$ cat config.mk
export PLATFORM = sky130hd
export DESIGN_NAME = dram_tm_ctrl
export DESIGN_NICKNAME = d
export VERILOG_FILES = /design/src/rtl/dram_tm_pkg.sv /design/src/rtl/tm_strobe_sync.sv /design/src/rtl/tm_cycle_decode.sv /design/src/rtl/tm_cell_array.sv /design/src/rtl/dram_tm_ctrl.sv
export SDC_FILE = /design/constraint.sdc
export NUM_CORES = 1
export LEC_CHECK = 0
export BUFFER_PORTS_ARGS = -buffer_cell sky130_fd_sc_hd__buf_4
export CORE_MARGIN = 8
export CORE_UTILIZATION = 56
export DETAILED_ROUTE_END_ITERATION = 6
export MAX_ROUTING_LAYER = met4
export PLACE_DENSITY = 0.8
export SETUP_SLACK_MARGIN = 0.3
export SLEW_MARGIN = 20
export SYNTH_ARGS = -nofsm -noshare
export SYNTH_HDL_FRONTEND = slang
export SYNTH_SLANG_ARGS = --single-unit
$ cat constraint.sdc
create_clock -name clk_i -period 2.3 [get_ports clk_i]
set_input_delay 0.23 -clock clk_i [delete_from_list [all_inputs] [get_ports clk_i]]
set_output_delay 0.23 -clock clk_i [all_outputs]
set_load 0.03 [all_outputs]
$ cat src/rtl/dram_tm_pkg.sv
`timescale 1ns/1ps
package dram_tm_pkg;
  typedef enum logic [1:0] {
    CYC_IDLE = 2'd0,
    CYC_ROW  = 2'd1,
    CYC_COL  = 2'd2,
    CYC_REF  = 2'd3
  } cyc_state_e;
endpackage

$ cat src/rtl/tm_strobe_sync.sv
`timescale 1ns/1ps
module tm_strobe_sync #(
  parameter int N      = 4,
  parameter int STAGES = 2
) (
  input  logic         clk_i,
  input  logic         rst_ni,
  input  logic [N-1:0] sig_i,
  output logic [N-1:0] lvl_o,
  output logic [N-1:0] prev_o
);
  for (genvar b = 0; b < N; b++) begin : g_bit
    logic [STAGES-1:0] pipe_q;
    logic              prev_q;
    always_ff @(posedge clk_i or negedge rst_ni) begin
      if (!rst_ni) begin
        pipe_q <= '1;
        prev_q <= 1'b1;
      end else begin
        pipe_q <= {pipe_q[STAGES-2:0], sig_i[b]};
        prev_q <= pipe_q[STAGES-1];
      end
    end
    assign lvl_o[b]  = pipe_q[STAGES-1];
    assign prev_o[b] = prev_q;
  end
endmodule

$ cat src/rtl/tm_cycle_decode.sv
`timescale 1ns/1ps
module tm_cycle_decode
  import dram_tm_pkg::*;
#(
  parameter int ADDR_W = 11
) (
  input  logic              clk_i,
  input  logic              rst_ni,
  input  logic              ras_lvl_i,
  input  logic              ras_prev_i,
  input  logic              cas_lvl_i,
  input  logic              cas_prev_i,
  input  logic              we_lvl_i,
  input  logic [ADDR_W-1:0] addr_i,
  output logic              row_stb_o,
  output logic [ADDR_W-1:0] row_addr_o,
  output logic              col_stb_o,
  output logic [ADDR_W-1:0] col_addr_o,
  output logic              wr_o,
  output logic [ADDR_W-1:0] ref_row_o,
  output logic              test_mode_o
);
  cyc_state_e        st_q;
  logic [ADDR_W-1:0] cnt_q;
  logic              ras_fall, ras_rise, cas_fall;

  assign ras_fall = ras_prev_i & ~ras_lvl_i;
  assign ras_rise = ~ras_prev_i & ras_lvl_i;
  assign cas_fall = cas_prev_i & ~cas_lvl_i;

  always_ff @(posedge clk_i or negedge rst_ni) begin
    if (!rst_ni) begin
      st_q        <= CYC_IDLE;
      cnt_q       <= '0;
      row_stb_o   <= 1'b0;
      row_addr_o  <= '0;
      col_stb_o   <= 1'b0;
      col_addr_o  <= '0;
      wr_o        <= 1'b0;
      test_mode_o <= 1'b0;
    end else begin
      row_stb_o <= 1'b0;
      col_stb_o <= 1'b0;
      unique case (st_q)
        CYC_IDLE: begin
          if (ras_fall) begin
            row_stb_o <= 1'b1;
            if (!cas_prev_i) begin
              // column strobe seen low before the row strobe: counter refresh
              st_q        <= CYC_REF;
              row_addr_o  <= cnt_q;
              cnt_q       <= cnt_q + 1'b1;
              test_mode_o <= ~we_lvl_i;
            end else begin
              st_q       <= CYC_ROW;
              row_addr_o <= addr_i;
            end
          end
        end
        CYC_ROW: begin
          if (ras_rise) begin
            st_q        <= CYC_IDLE;
            test_mode_o <= 1'b0;
          end else if (!cas_lvl_i) begin
            st_q       <= CYC_COL;
            col_stb_o  <= 1'b1;
            col_addr_o <= addr_i;
            wr_o       <= ~we_lvl_i;
          end
        end
        CYC_COL: begin
          if (ras_rise) begin
            st_q <= CYC_IDLE;
          end else if (cas_fall) begin
            col_stb_o  <= 1'b1;
            col_addr_o <= addr_i;
            wr_o       <= ~we_lvl_i;
          end
        end
        CYC_REF: begin
          if (ras_rise) st_q <= CYC_IDLE;
        end
        default: st_q <= CYC_IDLE;
      endcase
    end
  end

  assign ref_row_o = cnt_q;
endmodule

$ cat src/rtl/tm_cell_array.sv
`timescale 1ns/1ps
module tm_cell_array #(
  parameter int ADDR_W = 11,
  parameter int DQ_W   = 4,
  parameter int AR_W   = 2,
  parameter int AC_W   = 4,
  parameter int GRP_W  = 2
) (
  input  logic              clk_i,
  input  logic              rst_ni,
  input  logic              acc_i,
  input  logic              wr_i,
  input  logic              tm_i,
  input  logic [ADDR_W-1:0] row_i,
  input  logic [ADDR_W-1:0] col_i,
  input  logic [DQ_W-1:0]   wdata_i,
  output logic [DQ_W-1:0]   rdata_o
);
  localparam int IDX_W  = AR_W + AC_W;
  localparam int DEPTH  = 1 << IDX_W;
  localparam int GRP_N  = 1 << GRP_W;
  localparam int CELL_N = GRP_N * DQ_W;

  logic [DQ_W-1:0]   mem_q [DEPTH];
  logic [IDX_W-1:0]  idx, base;
  logic [CELL_N-1:0] grp_bits;
  logic              grp_agree;

  assign idx  = {row_i[AR_W-1:0], col_i[AC_W-1:0]};
  assign base = {row_i[AR_W-1:0], col_i[AC_W-1:GRP_W], {GRP_W{1'b0}}};

  always_comb begin
    for (int g = 0; g < GRP_N; g++) begin
      grp_bits[g*DQ_W +: DQ_W] = mem_q[base + IDX_W'(g)];
    end
  end
  assign grp_agree = (&grp_bits) | ~(|grp_bits);

  always_ff @(posedge clk_i) begin
    if (acc_i && wr_i) begin
      if (tm_i) begin
        for (int g = 0; g < GRP_N; g++) begin
          mem_q[base + IDX_W'(g)] <= {DQ_W{wdata_i[0]}};
        end
      end else begin
        mem_q[idx] <= wdata_i;
      end
    end
  end

  always_ff @(posedge clk_i or negedge rst_ni) begin
    if (!rst_ni) begin
      rdata_o <= '0;
    end else if (acc_i && !wr_i) begin
      rdata_o <= tm_i ? {DQ_W{grp_agree}} : mem_q[idx];
    end
  end
endmodule

$ cat src/rtl/dram_tm_ctrl.sv
`timescale 1ns/1ps
module dram_tm_ctrl #(
  parameter int ADDR_W = 11,
  parameter int DQ_W   = 4,
  parameter int AR_W   = 2,
  parameter int AC_W   = 4,
  parameter int GRP_W  = 2
) (
  input  logic              clk_i,
  input  logic              rst_ni,
  input  logic              ras_ni,
  input  logic              cas_ni,
  input  logic              we_ni,
  input  logic              oe_ni,
  input  logic [ADDR_W-1:0] addr_i,
  input  logic [DQ_W-1:0]   dq_i,
  output logic              row_stb_o,
  output logic [ADDR_W-1:0] row_addr_o,
  output logic              col_stb_o,
  output logic [ADDR_W-1:0] col_addr_o,
  output logic              wr_o,
  output logic [ADDR_W-1:0] ref_row_o,
  output logic              test_mode_o,
  output logic [DQ_W-1:0]   dq_o,
  output logic              dq_oe_o
);
  localparam int N_STB = 4;
  localparam int I_RAS = 0, I_CAS = 1, I_WE = 2, I_OE = 3;

  logic [N_STB-1:0] stb_lvl, stb_prev;
  logic             ras_rise, rd_valid_q;

  tm_strobe_sync #(.N(N_STB), .STAGES(2)) i_sync (
    .clk_i  (clk_i),
    .rst_ni (rst_ni),
    .sig_i  ({oe_ni, we_ni, cas_ni, ras_ni}),
    .lvl_o  (stb_lvl),
    .prev_o (stb_prev)
  );

  tm_cycle_decode #(.ADDR_W(ADDR_W)) i_dec (
    .clk_i       (clk_i),
    .rst_ni      (rst_ni),
    .ras_lvl_i   (stb_lvl[I_RAS]),
    .ras_prev_i  (stb_prev[I_RAS]),
    .cas_lvl_i   (stb_lvl[I_CAS]),
    .cas_prev_i  (stb_prev[I_CAS]),
    .we_lvl_i    (stb_lvl[I_WE]),
    .addr_i      (addr_i),
    .row_stb_o   (row_stb_o),
    .row_addr_o  (row_addr_o),
    .col_stb_o   (col_stb_o),
    .col_addr_o  (col_addr_o),
    .wr_o        (wr_o),
    .ref_row_o   (ref_row_o),
    .test_mode_o (test_mode_o)
  );

  tm_cell_array #(
    .ADDR_W(ADDR_W), .DQ_W(DQ_W), .AR_W(AR_W), .AC_W(AC_W), .GRP_W(GRP_W)
  ) i_arr (
    .clk_i   (clk_i),
    .rst_ni  (rst_ni),
    .acc_i   (col_stb_o),
    .wr_i    (wr_o),
    .tm_i    (test_mode_o),
    .row_i   (row_addr_o),
    .col_i   (col_addr_o),
    .wdata_i (dq_i),
    .rdata_o (dq_o)
  );

  assign ras_rise = ~stb_prev[I_RAS] & stb_lvl[I_RAS];

  always_ff @(posedge clk_i or negedge rst_ni) begin
    if (!rst_ni)        rd_valid_q <= 1'b0;
    else if (ras_rise)  rd_valid_q <= 1'b0;
    else if (col_stb_o) rd_valid_q <= ~wr_o;
  end

  assign dq_oe_o = rd_valid_q & ~stb_lvl[I_OE];
endmodule

==> flow_metrics.py <==
metrics = {
    "outcome": {
        "outcome": "finished, violations left",
        "violations": "negative setup slack",
    },
    "critical_path": {
        "regToRegSetupSlack_ns": -0.36,
        "r2r_end": "i_arr.rdata_o[1]$_DFFE_PN0P_",
        "criticalPathCategory": "reg -> reg",
        "required_ns": 2.73,
        "reg2regPathDepth": 10,
        "worstReg2RegStart": "i_dec.col_addr_o[2]$_DFFE_PN0P_",
        "crit_fanout": 10,
        "start_kind": "flop",
        "setup.worst_path.end_class": "flop",
        "critical_path_arrival_ns": 3.09,
    },
    "routing": {
        "first_iter_violations": 1370,
        "dr.pass1.iters": 7,
        "ant_nets": 0,
        "vias": 10294,
        "via_per_inst": 6.98,
        "routed_wl_um": 46800,
        "wl_per_cell_um": 31.8,
        "post-route-drc-count": 0,
    },
    "die": {
        "die_w_um": 178,
        "fp-row-count": 59,
        "coreArea_um2": 26000,
        "start_util_pct": 56.8,
        "die-height_um": 178,
        "ios": 63,
        "die_area_um2": 31800,
    },
    "logic_synthesis": {
        "synth-seq-cells": 310,
        "synth_area_per_cell_um2": 15.9,
        "async_flop_share_pct": 17.4,
        "synthesis.nets": 951,
        "synth_warnings": 0,
        "syn-instance-count": 925,
        "synth_ff_type": "edfxtp_1",
        "synth_edf_count": 256,
        "synth.cell_area_um2": 14700,
        "ys_seq_area_share_pct": 61.4,
        "synth_cell_type_count": 57,
    },
    "place": {
        "place_inst": 1390,
        "portBuffers": 62,
        "routabilityCongestion": 1.04,
        "dp_hpwl_um": 34400,
    },
    "final_layout": {
        "drive_gt1_share_pct": 44.6,
        "layout_common_cells": "edfxtp_1 (256), buf_4 (190), mux4_2 (111)",
        "layout.cells.non_filler": 1474,
        "nFillCells": 1627,
        "layout_commonest_cell": "edfxtp_1",
        "final_nets": 1143,
        "n_antenna_cell": 0,
        "synthToLayoutAreaGrowth_pct": 26.4,
    },
    "clocking": {
        "root_buffer": "clkbuf_16",
        "cts.sinks": 310,
        "htree_num_levels": 1,
        "cts_inserted_buffers": 30,
        "path_clk_slew_ns": 0.07,
        "insertion_delay_ns": 0.56,
        "ctsLongestPathBuffers": 3,
        "cts_tree": "yes",
    },
    "timing": {
        "relSlewSlack_pct": 49.8,
        "timing.final.ws_setup_ns": -0.359,
        "drv_slew": 0,
        "hold-worst-slack_ns": 0.198,
        "clock.fmax_ghz": 0.376,
        "skew_ns": 0.0152,
        "finalSetupViolations": 4,
        "rsz0062_at_grt": "yes",
        "fin_crit_sh_pct": 116,
        "worst_slew_pin_slew_ns": 0.747,
        "hold_viol_final": 0,
        "fin_crit_ns": 2.66,
    },
    "global_route": {
        "grt_pass1_wl_um": 68100,
        "antenna_found_initial": 0,
        "grt_max_degree": 63,
        "grt_pass1_vias": 10285,
        "grt_overflow": 0,
        "track_usage_pct": 30.4,
    },
    "hold_path": {
        "min_to": "i_arr.mem_q[27][3]$_DFFE_PP_",
        "hp-start": "dq_i[3]",
        "min_path_cells": 3,
        "hp-class": "in -> reg",
    },
    "power": {
        "p_per_area_nw_per_um2": 1260,
        "ir_worst_vdd_uv": 759,
        "p_leak_nw": 6.65,
    },
    "run": {
        "maxCapViolations": 0,
    },
}
-- synthesized netlist by cell type, types with 4 or more instances --
cell type | number | share of area [%]
a21oi_1 | 5 | 0.17
a22oi_1 | 11 | 0.56
buf_1 | 4 | 0.10
buf_2 | 19 | 0.64
buf_4 | 5 | 0.25
buf_6 | 5 | 0.38
clkbuf_1 | 33 | 0.84
dfrtp_1 | 44 | 7.5
dfstp_2 | 10 | 1.8
edfxtp_1 | 256 | 52
ha_1 | 5 | 0.42
inv_1 | 6 | 0.15
mux2_2 | 12 | 0.92
mux2i_1 | 76 | 5.2
mux4_1 | 5 | 0.89
mux4_2 | 108 | 16
nand2_1 | 95 | 2.4
nand2b_1 | 5 | 0.21
nand3_1 | 10 | 0.34
nand3b_1 | 6 | 0.31
nand4_1 | 8 | 0.34
nor2_1 | 75 | 1.9
nor2b_1 | 6 | 0.25
nor3_1 | 7 | 0.24
o21ai_0 | 17 | 0.58
o21ai_1 | 4 | 0.14
o22a_1 | 7 | 0.42
o22ai_1 | 24 | 1.0
xnor2_1 | 7 | 0.42
-- what timing repair did --
| action | in CTS | in global routing |
|---|---|---|
| hold buffers | 17 | 0 |
| buffers inserted | 8 | 4 |
| hold endpoints to repair | 68 | 0 |
| pin swaps | 3 | 6 |
| gates resized for setup | 22 | 18 |
| cloned | 1 | 0 |
| endpoints found under the setup margin | 44 | 75 |
-- worst max-delay path, stage by stage, from the launching register on --
cell and delay, ns:
dfrtp_4 0.47, buf_12 0.18, buf_4 0.17, buf_4 0.18, mux2i_1 0.28, o22ai_2 0.15, or4_1 0.54, o2111ai_2 0.12
nor4_2 0.08, a22oi_2 0.23, o21ai_1 0.12
-- cells by family (layout without fill, tap and decap cells) --
logic type | Yosys count | count (layout) | share of synthesized area [%]
AOI/OAI and AO/OA | 93 | 93 | 4.38
xor gates and xnor gates | 10 | 10 | 0.594
and+or+nand+nor | 233 | 233 | 7.27
adders and majority gates | 5 | 5 | 0.424
DFF | 310 | 310 | 61.4
muxes | 201 | 201 | 23.5
buffers and inverters | 73 | 287 | 2.51
-- worst max path at each step --
stage	from	to	slack, ns
after detailed placement	i_dec.col_addr_o[2]$_DFFE_PN0P_	i_arr.rdata_o[0]$_DFFE_PN0P_	-0.42
final	i_dec.col_addr_o[2]$_DFFE_PN0P_	i_arr.rdata_o[1]$_DFFE_PN0P_	-0.36
after CTS	i_dec.col_addr_o[2]$_DFFE_PN0P_	i_arr.rdata_o[0]$_DFFE_PN0P_	-0.31
after floorplan	i_dec.col_addr_o[2]$_DFFE_PN0P_	i_arr.rdata_o[0]$_DFFE_PN0P_	-0.12
after global routing	i_dec.col_addr_o[2]$_DFFE_PN0P_	i_arr.rdata_o[0]$_DFFE_PN0P_	-0.43
after global placement	i_dec.col_addr_o[2]$_DFFE_PN0P_	i_arr.rdata_o[0]$_DFFE_PN0P_	-0.41
-- final cells by class --
class                      count  area [um2]  area share (%)
clock buffer                  34         787            4.22
clock inverter                20         267            1.43
inverter                       6        22.5           0.121
multi-input combinational    542        6070            32.6
sequential                   310        9060            48.6
tap                          335         419            2.25
timing repair buffer         227        2010            10.8
-- power by group --
group	switching (mW)	total, mW	internal, mW
Clock	2.16	5.29	3.13
Sequential	0.376	6.91	6.53
Combinational	5.98	11.3	5.36
-- metrics by stage --
| stage | worst slack, ns | power [mW] | setup TNS [ns] | instance area [um2] | util (%) |
|---|---|---|---|---|---|
| after floorplan | -0.121 | 13.7 | -14.78 | 15400 | - |
| after global placement | -0.406 | 17.3 | -1.60 | 17100 | 65.8 |
| after detailed placement | -0.422 | 17.4 | -1.63 | 17100 | 65.8 |
| after CTS | -0.314 | 23.1 | -1.17 | 18500 | 71.3 |
| after global routing | -0.432 | 24.2 | -1.64 | 18600 | 71.7 |
| final | -0.359 | 23.5 | -1.35 | 18600 | 71.7 |
-- registers in the layout, summed over array words and instances, names as in the netlist, 2 cells and up --
register / cells
i_arr.mem_q: 256
i_arr.rdata_o: 4
i_dec.col_addr_o: 11
i_dec.ref_row_o: 11
i_dec.row_addr_o: 11
i_dec.st_q: 2
i_sync.g_bit.pipe_q: 8
i_sync.g_bit.prev_q: 2
-- routing by layer --
| layer | vias to the layer above | wire, um | GRT usage [%] |
|---|---|---|---|
| li1 | 4100 | - | - |
| met1 | 5250 | 17100 | 40.5 |
| met2 | 826 | 22200 | 46.5 |
| met3 | 118 | 5780 | 6.86 |
| met4 | 0 | 1740 | 9.75 |
| met5 | - | 0 | - |
Power figures use the tool's default switching activity.
